$ cat src/rtl/xcvr_pkg.sv
`timescale 1ns/1ps
package xcvr_pkg;

  // Per-channel direction controls as seen by one lane.
  typedef struct packed {
    logic en_ab;    // drive B port, active high
    logic en_ba_n;  // drive A port, active low
    logic sel_ab;   // B source: 0 live A, 1 stored A
    logic sel_ba;   // A source: 0 live B, 1 stored B
  } lane_ctrl_t;

  // Both ports fed live from each other: no stable value exists.
  function automatic logic is_loop(input lane_ctrl_t c);
    return c.en_ab & ~c.en_ba_n & ~c.sel_ab & ~c.sel_ba;
  endfunction

endpackage

$ cat src/rtl/strobe_rise.sv
`timescale 1ns/1ps
module strobe_rise (
  input  logic clk,
  input  logic rst,
  input  logic sig,
  output logic rise
);
  logic prev;

  // Reset presets the history to 1 so a level held across reset is no edge.
  always_ff @(posedge clk) begin
    if (rst) prev <= 1'b1;
    else     prev <= sig;
  end

  assign rise = sig & ~prev;
endmodule

$ cat src/rtl/xcvr_lane.sv
`timescale 1ns/1ps
module xcvr_lane
  import xcvr_pkg::*;
#(
  parameter int W = 8
) (
  input  logic         clk,
  input  logic         rst,
  input  lane_ctrl_t   ctrl,
  input  logic         cap_ab,
  input  logic         cap_ba,
  input  logic [W-1:0] a_in,
  input  logic [W-1:0] b_in,
  output logic [W-1:0] a_out,
  output logic [W-1:0] b_out,
  output logic         drv_a,
  output logic         drv_b,
  output logic         loop_err
);
  logic [W-1:0] reg_a, reg_b;
  logic [W-1:0] a_bus, b_bus;
  logic         rise_ab, rise_ba, loop_c;

  strobe_rise u_rise_ab (.clk(clk), .rst(rst), .sig(cap_ab), .rise(rise_ab));
  strobe_rise u_rise_ba (.clk(clk), .rst(rst), .sig(cap_ba), .rise(rise_ba));

  always_comb begin
    loop_c   = is_loop(ctrl);
    loop_err = ~rst & loop_c;
    drv_b    = ~rst & ctrl.en_ab & ~loop_c;
    drv_a    = ~rst & ~ctrl.en_ba_n & ~loop_c;

    // Resolved bus values. When both sides drive, at most one takes the
    // live path (the other selects its register), so each chain ends.
    if (!drv_a)          a_bus = a_in;
    else if (ctrl.sel_ba) a_bus = reg_b;
    else if (drv_b)      a_bus = reg_a;
    else                 a_bus = b_in;

    if (!drv_b)          b_bus = b_in;
    else if (ctrl.sel_ab) b_bus = reg_a;
    else if (drv_a)      b_bus = reg_b;
    else                 b_bus = a_in;

    a_out = drv_a ? a_bus : '0;
    b_out = drv_b ? b_bus : '0;
  end

  // Capture sees the resolved bus, independent of who drives it.
  always_ff @(posedge clk) begin
    if (rst) begin
      reg_a <= '0;
      reg_b <= '0;
    end else begin
      if (rise_ab) reg_a <= a_bus;
      if (rise_ba) reg_b <= b_bus;
    end
  end
endmodule

$ cat src/rtl/dual_reg_xcvr.sv
`timescale 1ns/1ps
module dual_reg_xcvr
  import xcvr_pkg::*;
#(
  parameter int W = 8,
  parameter int N = 2,
  localparam int BW = N * W
) (
  input  logic          clk,
  input  logic          rst,
  input  logic [BW-1:0] a_in,
  output logic [BW-1:0] a_out,
  output logic [BW-1:0] a_oe,
  input  logic [BW-1:0] b_in,
  output logic [BW-1:0] b_out,
  output logic [BW-1:0] b_oe,
  input  logic [N-1:0]  cap_ab,
  input  logic [N-1:0]  cap_ba,
  input  logic [N-1:0]  sel_ab,
  input  logic [N-1:0]  sel_ba,
  input  logic [N-1:0]  en_ab,
  input  logic [N-1:0]  en_ba_n,
  output logic [N-1:0]  loop_err
);
  for (genvar i = 0; i < N; i++) begin : g_lane
    lane_ctrl_t ctrl;
    logic       drv_a, drv_b;

    assign ctrl = '{en_ab: en_ab[i], en_ba_n: en_ba_n[i],
                    sel_ab: sel_ab[i], sel_ba: sel_ba[i]};

    xcvr_lane #(.W(W)) u_lane (
      .clk      (clk),
      .rst      (rst),
      .ctrl     (ctrl),
      .cap_ab   (cap_ab[i]),
      .cap_ba   (cap_ba[i]),
      .a_in     (a_in[i*W +: W]),
      .b_in     (b_in[i*W +: W]),
      .a_out    (a_out[i*W +: W]),
      .b_out    (b_out[i*W +: W]),
      .drv_a    (drv_a),
      .drv_b    (drv_b),
      .loop_err (loop_err[i])
    );

    assign a_oe[i*W +: W] = {W{drv_a}};
    assign b_oe[i*W +: W] = {W{drv_b}};
  end
endmodule

$ cat config.mk
export PLATFORM = sky130hd
export DESIGN_NAME = dual_reg_xcvr
export DESIGN_NICKNAME = d
export VERILOG_FILES = /design/src/rtl/xcvr_pkg.sv /design/src/rtl/strobe_rise.sv /design/src/rtl/xcvr_lane.sv /design/src/rtl/dual_reg_xcvr.sv
export SDC_FILE = /design/constraint.sdc
export NUM_CORES = 1
export LEC_CHECK = 0
export BUFFER_PORTS_ARGS = -buffer_cell sky130_fd_sc_hd__buf_2
export CELL_PAD_IN_SITES_DETAIL_PLACEMENT = 1
export CELL_PAD_IN_SITES_GLOBAL_PLACEMENT = 1
export CORE_ASPECT_RATIO = 0.75
export CORE_UTILIZATION = 34
export CTS_CLUSTER_DIAMETER = 50
export DETAILED_ROUTE_END_ITERATION = 16
export GPL_TIMING_DRIVEN = 1
export HOLD_SLACK_MARGIN = 0.02
export PLACE_DENSITY_LB_ADDON = 0.1
export SYNTH_ARGS = -nofsm -noshare
export SYNTH_HDL_FRONTEND = slang
export SYNTH_HIERARCHICAL = 1
export SYNTH_SLANG_ARGS = --single-unit
$ cat constraint.sdc
create_clock -name clk -period 1.4 [get_ports clk]
set_input_delay 0.14 -clock clk [delete_from_list [all_inputs] [get_ports clk]]
set_output_delay 0.14 -clock clk [all_outputs]
set_load 0.02 [all_outputs]
Yosys cells after proc, flatten, opt, wreduce, memory -nomap -nowiden
Cells that the tools add are included.
{"block": "op_classes", "mux": 16, "bitwise": 33}
{"operator": "two-way mux 8 bit", "count": 16}
{"operator": "AND 1 bit", "count": 20}
{"operator": "inverter 1 bit", "count": 13}
{"block": "word_totals", "register_bits": 36, "in_bits": 46, "output_inout_bits": 66, "wordCells": 57}

Logic depth before layout (Yosys ltp)
Gate-level depths: netlist (run 1).
{"block": "depth", "ltp_word": 10, "mapped_depth": 7, "ltp_nobuf": 5}

Cells and area by module
Netlist (run 1), hierarchy kept.
{"module": "xcvr_lane", "n_inst": 2, "cells_each": 154, "area_each_um2": 1415.1, "seq_area_each_um2": 320.3}
{"module": "dual_reg_xcvr", "n_inst": 1, "cells_each": 32, "area_each_um2": 240.2, "seq_area_each_um2": 0.0}
{"module": "strobe_rise", "n_inst": 4, "cells_each": 3, "area_each_um2": 32.5, "seq_area_each_um2": 20.0}

Worst setup path after synthesis (run 1)
Ideal clock, no wire load.
{"block": "synth_timing", "kind": "input to output", "start": "in sel_ba[1]", "end": "out b_out[11]", "arrival_ns": 1.356, "required_ns": 1.260, "setup_slack_ns": -0.096, "path_stages": 5, "path_buffers": 2, "cell_sequence": "buf_4 > buf_4 > o21ai_4 > a221oi_2 > nor3_1"}
{"block": "synth_between", "elab_chain_cells": 8, "elab_cells_between_ends": 9, "cone_classes": "mux (4); bitwise (5)"}
{"element": "start, declared", "line": "dual_reg_xcvr.sv:20", "text": "input logic [N-1:0] sel_ba,"}
{"element": "inverter 1 bit *", "line": "xcvr_pkg.sv:14", "text": "return c.en_ab & ~c.en_ba_n & ~c.sel_ab & ~c.sel_ba;"}
{"element": "AND 1 bit *", "line": "xcvr_pkg.sv:14"}
{"element": "inverter 1 bit *", "line": "xcvr_lane.sv:30, xcvr_lane.sv:31"}
{"element": "AND 1 bit", "line": "xcvr_lane.sv:31", "text": "drv_a = ~rst & ~ctrl.en_ba_n & ~loop_c;"}
{"element": "two-way mux 8 bit", "line": "xcvr_lane.sv:42", "text": "else if (drv_a) b_bus = reg_b;"}
{"element": "two-way mux 8 bit", "line": "xcvr_lane.sv:41", "text": "else if (ctrl.sel_ab) b_bus = reg_a;"}
{"element": "two-way mux 8 bit", "line": "xcvr_lane.sv:40", "text": "if (!drv_b) b_bus = b_in;"}
{"element": "two-way mux 8 bit *", "line": "xcvr_lane.sv:46", "text": "b_out = drv_b ? b_bus : '0;"}
{"element": "end, declared", "line": "dual_reg_xcvr.sv:15", "text": "output logic [BW-1:0] b_out,"}
Every way passes the cells marked *; elsewhere a longest branch is shown, timed or not.

Worst setup path in the final report (run 1)
{"block": "layout_timing", "start": "in sel_ab[1]", "end": "out a_out[14]"}
{"block": "layout_between", "elab_chain_cells": 9, "elab_cells_between_ends": 10, "cone_classes": "mux (4); bitwise (6)"}
{"element": "start, declared", "line": "dual_reg_xcvr.sv:19", "text": "input logic [N-1:0] sel_ab,"}
{"element": "inverter 1 bit *", "line": "xcvr_pkg.sv:14"}
{"element": "AND 1 bit * (2 in series)", "line": "xcvr_pkg.sv:14"}
{"element": "inverter 1 bit *", "line": "xcvr_lane.sv:30, xcvr_lane.sv:31"}
{"element": "AND 1 bit", "line": "xcvr_lane.sv:30", "text": "drv_b = ~rst & ctrl.en_ab & ~loop_c;"}
{"element": "two-way mux 8 bit", "line": "xcvr_lane.sv:37", "text": "else if (drv_b) a_bus = reg_a;"}
{"element": "two-way mux 8 bit", "line": "xcvr_lane.sv:36", "text": "else if (ctrl.sel_ba) a_bus = reg_b;"}
{"element": "two-way mux 8 bit", "line": "xcvr_lane.sv:35", "text": "if (!drv_a) a_bus = a_in;"}
{"element": "two-way mux 8 bit *", "line": "xcvr_lane.sv:45", "text": "a_out = drv_a ? a_bus : '0;"}
{"element": "end, declared", "line": "dual_reg_xcvr.sv:12", "text": "output logic [BW-1:0] a_out,"}
Marks and branches as above.

==> results.ini, run 1 <==
[status]
outcome=finished, violations left
violations=setup timing

[grt]
grt_use_total=0.236
grt_overflow=0
antenna_found_initial=0
grt_max_degree=24
grt_pass1_vias=3571
grt_first_pass_wirelength_um=18100

[sta]
setup_viol=22
post-route-period-util=1.06
tightest_slew_ps=328
clock.fmax_mhz=672
rsz0062_at_grt=true
drv_slew=0
hold_viol_final=0
skew_ps=4.81
max-slew-margin-rel=0.782
setup_ws_ps=-89.0
min_period_ps=1490
tns_ps=-804

[floorplan]
die_h_um=86.0
die_area_um2=9810
io_pins=112
rows=30
initial_core_util=0.352
core-area_um2=9080
die_w_um=114

[worst_setup_path]
r2r_slack_ps=50
crit_chain=buf_8 > nor3_4 > nand2b_4 > clkinv_8 > a221oi_4 > nor3_2 > buf_2
worstSetupStartpointType=input pin
path_class=input pin to primary output
arrival_ps=1350
critPathMaxFanout=8
timing.rr.start=g_lane[0].u_lane/u_rise_ba/prev
worst_r2r_path_depth=5
slowest_delay_ps=330
crit_required_ps=1260
slowest_stage=a221oi_4
reg2reg_to=g_lane[0].u_lane/reg_b[4]
endpoint_kind=primary output

[logic_synthesis]
netlist.area_leader.share=0.225
yosysSeqAreaShare=0.225
postSynthAreaPerCell_um2=9.09
async_reset_ff_frac=0
synth_ff_type=dfxtp_1
synth.most_common_cell=buf_4
synth.distinct_cells=30
syn_area_um2=3200
synth_commonest_cells=42 x buf_4, 36 x dfxtp_1, 34 x nor2b_1
synth_nets=398
synth_edf_count=0
synth_top_area_cell=dfxtp_1
synth_area_leaders=dfxtp_1 23%, a221oi_2 15%, buf_4 9.9%, o22ai_2 7.0%, nor2b_1 6.6%
syn-instance-count=352
yosysWarnings=6
synth_seq_cells=36

[job]
cap_violations=0

[clocking]
cts_tree=built
cts_root_buffer=clkbuf_16
cts_max_level=2
clk_pin_slew_ps=60
cts_sinks=36
numCtsBuffers=5
clkLatencyLatePin_ps=280
clock_path_buffers=2

[pwr]
p_leak_nw=2.04
ir_drop_mv=0.413
powerDensity_nw_per_um2=729
finalPower_mw=3.75

[routing]
viasPerCell=5.45
firstDrtPassIters=4
num_vias=3496
initialDrtViolationCount=101
drt-wirelength-per-cell_um=19.0
drc_errors=0
ant_nets=0
wirelength_um=12200

[place]
portBuffers=111
hpwl_um=8060
place_congestion=0.750

[finish]
multi_input_area_um2=2560
regArea_um2=726
nFillCells=1055
area_growth_pct=60.9
antennaDiodeCount=0
nets=558
drive_above_1_share=0.628

[worst_hold_path]
min_to=g_lane[1].u_lane/u_rise_ab/prev
hold_class=input pin to register
hold_depth=2
min-delay-start=cap_ab[1]

cells by family after synthesis:
kind of cell / synth area share
buffers and inverters: 0.141
flip-flops: 0.225
AND/OR/NAND/NOR: 0.250
AO/OA/AOI/OAI: 0.384
critical path: cells and delay by family:
kind                   cells  cell delay [ps]
AO/OA/AOI/OAI              1              330
AND/OR/NAND/NOR            3              490
buffers and inverters      3              380
metal layers:
layer  routed length [um]  track usage  vias up
li1                     -            -     1628
met1                 5640        0.303     1750
met2                 5870        0.409      106
met3                  543       0.0424       12
met4                  127       0.0567        0
met5                    0            0        -
final cells by class:
cell class / instances / area share
sequential: 36 / 0.141
timing repair buffer: 205 / 0.282
clock buffer: 8 / 0.0284
timing repair inverter: 2 / 0.00389
tap: 128 / 0.0311
inverter: 12 / 0.0165
multi-input combinational: 250 / 0.497
flip-flops by register name, summed over array words and instances, names as in the netlist:
| signal | count |
|---|---|
| g_lane.u_lane/u_rise_ba/prev | 2 |
| g_lane.u_lane/reg_a | 16 |
| g_lane.u_lane/reg_b | 16 |
| g_lane.u_lane/u_rise_ab/prev | 2 |
metrics by stage:
| stage | hold WS, ps | util | area [um^2] | setup slack [ps] | std cells |
|---|---|---|---|---|---|
| floorplan | 237 | - | 3330 | -24.3 | 352 |
| global placement | 332 | 0.465 | 4220 | -67.9 | 605 |
| detailed placement | 341 | 0.465 | 4220 | -116 | 605 |
| CTS | 46.8 | 0.540 | 4910 | -52.3 | 624 |
| global route | 49.1 | 0.567 | 5150 | -164 | 641 |
| finish | 54.9 | 0.567 | 5150 | -89.0 | 641 |
report_power, final:
part           switching (mW)  leakage (nW)  internal, mW  total (mW)
Clock                   0.458        0.0712         0.712        1.17
Sequential             0.0911         0.298          1.10        1.19
Combinational           0.754          1.67         0.640        1.39
cells in the final DEF, fill, tap and decap left out, types with 2 or more instances in the layout:
cell type  netlist  layout
buf_4           42     111
buf_2            4      79
dfxtp_1         36      32
a221oi_4         0      31
nor2b_1         34      31
o21ai_0         32      31
or3_1           30      30
nor3_2           0      27
a21boi_0        24      24
o22ai_2         18      18
o22ai_1         12      12
buf_6            4       7
inv_1            6       6
or2_1            6       6
clkbuf_16        0       5
nor2b_4          2       5
buf_12           0       5
nand2b_4         4       4
and2_1           4       4
a21boi_1         4       4
dfxtp_2          0       4
inv_8            0       3
nor3_1          30       3
buf_8            0       3
clkbuf_1         4       2
nor3_4           2       2
nor3b_2          2       2
nor2_4           2       2
o21ai_4          2       2
nand2b_1         2       2
o21ai_1          2       2
a31oi_1          2       2
inv_2            2       2
o221a_2          2       2
timing repair:
item                                    4_1_cts  5_1_grt
endpoints found under the setup margin       31       52
hold buffers                                  0        0
pin swaps                                    34       19
gates cloned                                  2        3
buffers inserted                              9       14
resized for setup                            70       37
how the worst max path moves through the flow:
stage,startpoint,to
6_report,sel_ab[1],a_out[14]
2_1_floorplan,sel_ba[0],a_out[0]
3_5_place_dp,sel_ab[1],a_out[14]
5_1_grt,sel_ab[1],a_out[14]
3_3_place_gp,sel_ab[0],a_out[3]
4_1_cts,sel_ba[1],b_out[9]
Note: power is estimated with default switching activity, not from simulation.
==> run 2: changes to the inputs <==
--- a/config.mk
+++ b/config.mk
@@ -5,7 +5,7 @@
 export SDC_FILE = /design/constraint.sdc
 export NUM_CORES = 1
 export LEC_CHECK = 0
-export BUFFER_PORTS_ARGS = -buffer_cell sky130_fd_sc_hd__buf_2
+export BUFFER_PORTS_ARGS = -buffer_cell sky130_fd_sc_hd__clkbuf_2
 export CELL_PAD_IN_SITES_DETAIL_PLACEMENT = 1
 export CELL_PAD_IN_SITES_GLOBAL_PLACEMENT = 1
 export CORE_ASPECT_RATIO = 0.75
==> run 2 against run 1 <==
- the flow still finishes with violations (setup timing)
- clock power about the same
- combinational power increased by 4%
- routed wire length increased by 2.8%
- fmax increased by 1.0%
- worst hold slack got worse by 6.5 ps
- design area increased by 3.1%
- total power increased by 2.1%
- core utilization increased by 1.7 points
- non-clock buffer count increased by 10
- clock skew decreased by 1.5 ps
- critical endpoint is now b_out[2]
- highest routed layer unchanged
==> results.ini, run 2 (synthesis gave the netlist of run 1 again) <==
[status]
outcome=finished, violations left
violations=setup timing

[sta]
setup_viol=25  ; +14%
tightest_slew_ps=332  ; +3.91 ps
drv_slew=0  ; unchanged
rsz0062_at_grt=true
max-slew-margin-rel=0.779  ; -0.00261
setup_ws_ps=-74.3  ; +14.7 ps
tns_ps=-1010  ; -203 ps
post-route-period-util=1.05  ; -0.0105
clock.fmax_mhz=678  ; +1.0%
min_period_ps=1470  ; -14.7 ps
hold_viol_final=0  ; unchanged
fin_hold_ws_ps=48.4  ; -6.53 ps
skew_ps=3.35  ; -1.46 ps

[place]
place_congestion=0.759  ; +1.3%
dp.cells=599  ; -0.99%
hpwl_um=7920  ; -1.7%
portBuffers=111  ; unchanged

[job]
cap_violations=0  ; unchanged

[worst_setup_path]
worstSetupStartpointType=input pin
path_class=input pin to primary output
timing.rr.start=g_lane[1].u_lane/u_rise_ba/prev
crit_chain=clkbuf_16 > nor3b_4 > nand2b_4 > inv_6 > a221oi_4 > nor3_2 > clkbuf_4
critPathMaxFanout=5  ; -3
worst_r2r_path_depth=5  ; unchanged
arrival_ps=1330  ; -20 ps
startpoint=sel_ba[0]
crit_required_ps=1260  ; about the same
endpoint_kind=primary output
slowest_delay_ps=290  ; -40 ps
slowest_stage=a221oi_4

[routing]
viasPerCell=5.39  ; -1.1%
firstDrtPassIters=4  ; unchanged
ant_nets=0  ; unchanged
drt-wirelength-per-cell_um=19.2  ; +1.2%
num_vias=3510  ; +0.40%
initialDrtViolationCount=129  ; +28%
drc_errors=0  ; unchanged
wirelength_um=12500  ; +2.8%

[clocking]
clock_path_buffers=2  ; unchanged
cts_max_level=2  ; unchanged
numCtsBuffers=5  ; unchanged
clk_pin_slew_ps=60  ; about the same
cts_tree=built
hold_buffers=0  ; unchanged
clkLatencyLatePin_ps=290  ; about the same
cts_root_buffer=clkbuf_16
cts_sinks=36  ; unchanged

[pwr]
p_leak_nw=2.11  ; +3.5%
ir_drop_mv=0.404  ; -2.2%
powerDensity_nw_per_um2=722  ; -0.90%

[floorplan]
initial_core_util=0.352  ; unchanged
die_h_um=86.0  ; unchanged
io_pins=112  ; unchanged
core-area_um2=9080  ; unchanged
die_w_um=114  ; unchanged
rows=30  ; unchanged
die_area_um2=9810  ; unchanged

[worst_hold_path]
hold_class=input pin to register
hold_depth=2  ; unchanged
min-delay-start=cap_ba[0]

[grt]
grt_pass1_vias=3512  ; -1.7%
grt_first_pass_wirelength_um=18600  ; +2.8%
grt_max_degree=24  ; unchanged
grt_use_total=0.246  ; +0.00975
antenna_found_initial=0  ; unchanged
grt_overflow=0  ; unchanged

[finish]
fin_cells=651  ; +1.6%
final_cell_mix=116 x buf_4, 72 x clkbuf_2, 34 x dfxtp_1, 31 x nor2b_1, 31 x o21ai_0
mostFrequentLayoutCell=buf_4
nets=568  ; +1.8%
area_growth_pct=65.8
antennaDiodeCount=0  ; unchanged
drive_above_1_share=0.637  ; +0.00903
top_regs=g_lane.u_lane/reg_a x16, g_lane.u_lane/reg_b x16

==> run 2: per-stage QoR <==
step | power [mW] | instance area, um^2 | setup WS, ps | utilization
2_1_floorplan | 1.90 | 3330 | -24.3 | -
3_3_place_gp | 2.27 | 4180 | -136 | 0.460
3_5_place_dp | 2.29 | 4180 | -168 | 0.460
4_1_cts | 3.77 | 5120 | -37.5 | 0.563
5_1_grt | 4.00 | 5310 | -124 | 0.584
6_report | 3.83 | 5310 | -74.3 | 0.584
==> run 2: final cells by class <==
cell class	instances	area, um^2
fill	1014	3780
multi-input combinational	250	2570
timing repair buffer	215	1610
sequential	36	726
tap	128	160
clock buffer	8	146
inverter	12	80.1
timing repair inverter	2	20.0
==> run 2: critical path, delay by kind of cell <==
family	cells	cell delay (ps)
AOI/OAI and AO/OA	1	290
buffers and inverters	3	390
and+or+nand+nor	3	500
==> run 2: per-layer routing <==
layer  GRT usage  up-vias  wire length (um)
met5           0        -                 0
met4      0.0602        0               118
met3      0.0360       10               572
met2       0.424      111              5910
met1       0.322     1743              5910
li1            -     1646                 -
==> run 2: report_power, final <==
group | total [mW] | switching, mW | internal (mW)
combinational | 1.45 | 0.769 | 0.684
sequential | 1.19 | 0.0905 | 1.10
clock | 1.19 | 0.481 | 0.712
total | 3.83 | 1.34 | 2.49
==> run 2: path summary, 6_finish.rpt <==
path              slack, ps                               to
hold / removal           50  g_lane[0].u_lane/u_rise_ba/prev
setup reg to reg         60        g_lane[1].u_lane/reg_b[4]
setup / recovery        -70                         b_out[2]
hold reg to reg         580        g_lane[0].u_lane/reg_a[7]
==> run 2: timing repair <==
action,CTS,global route
resized for setup,96,45
gates cloned,1,4
pin swaps,55,18
endpoints found under the setup margin,32,43
setup buffers,26,14
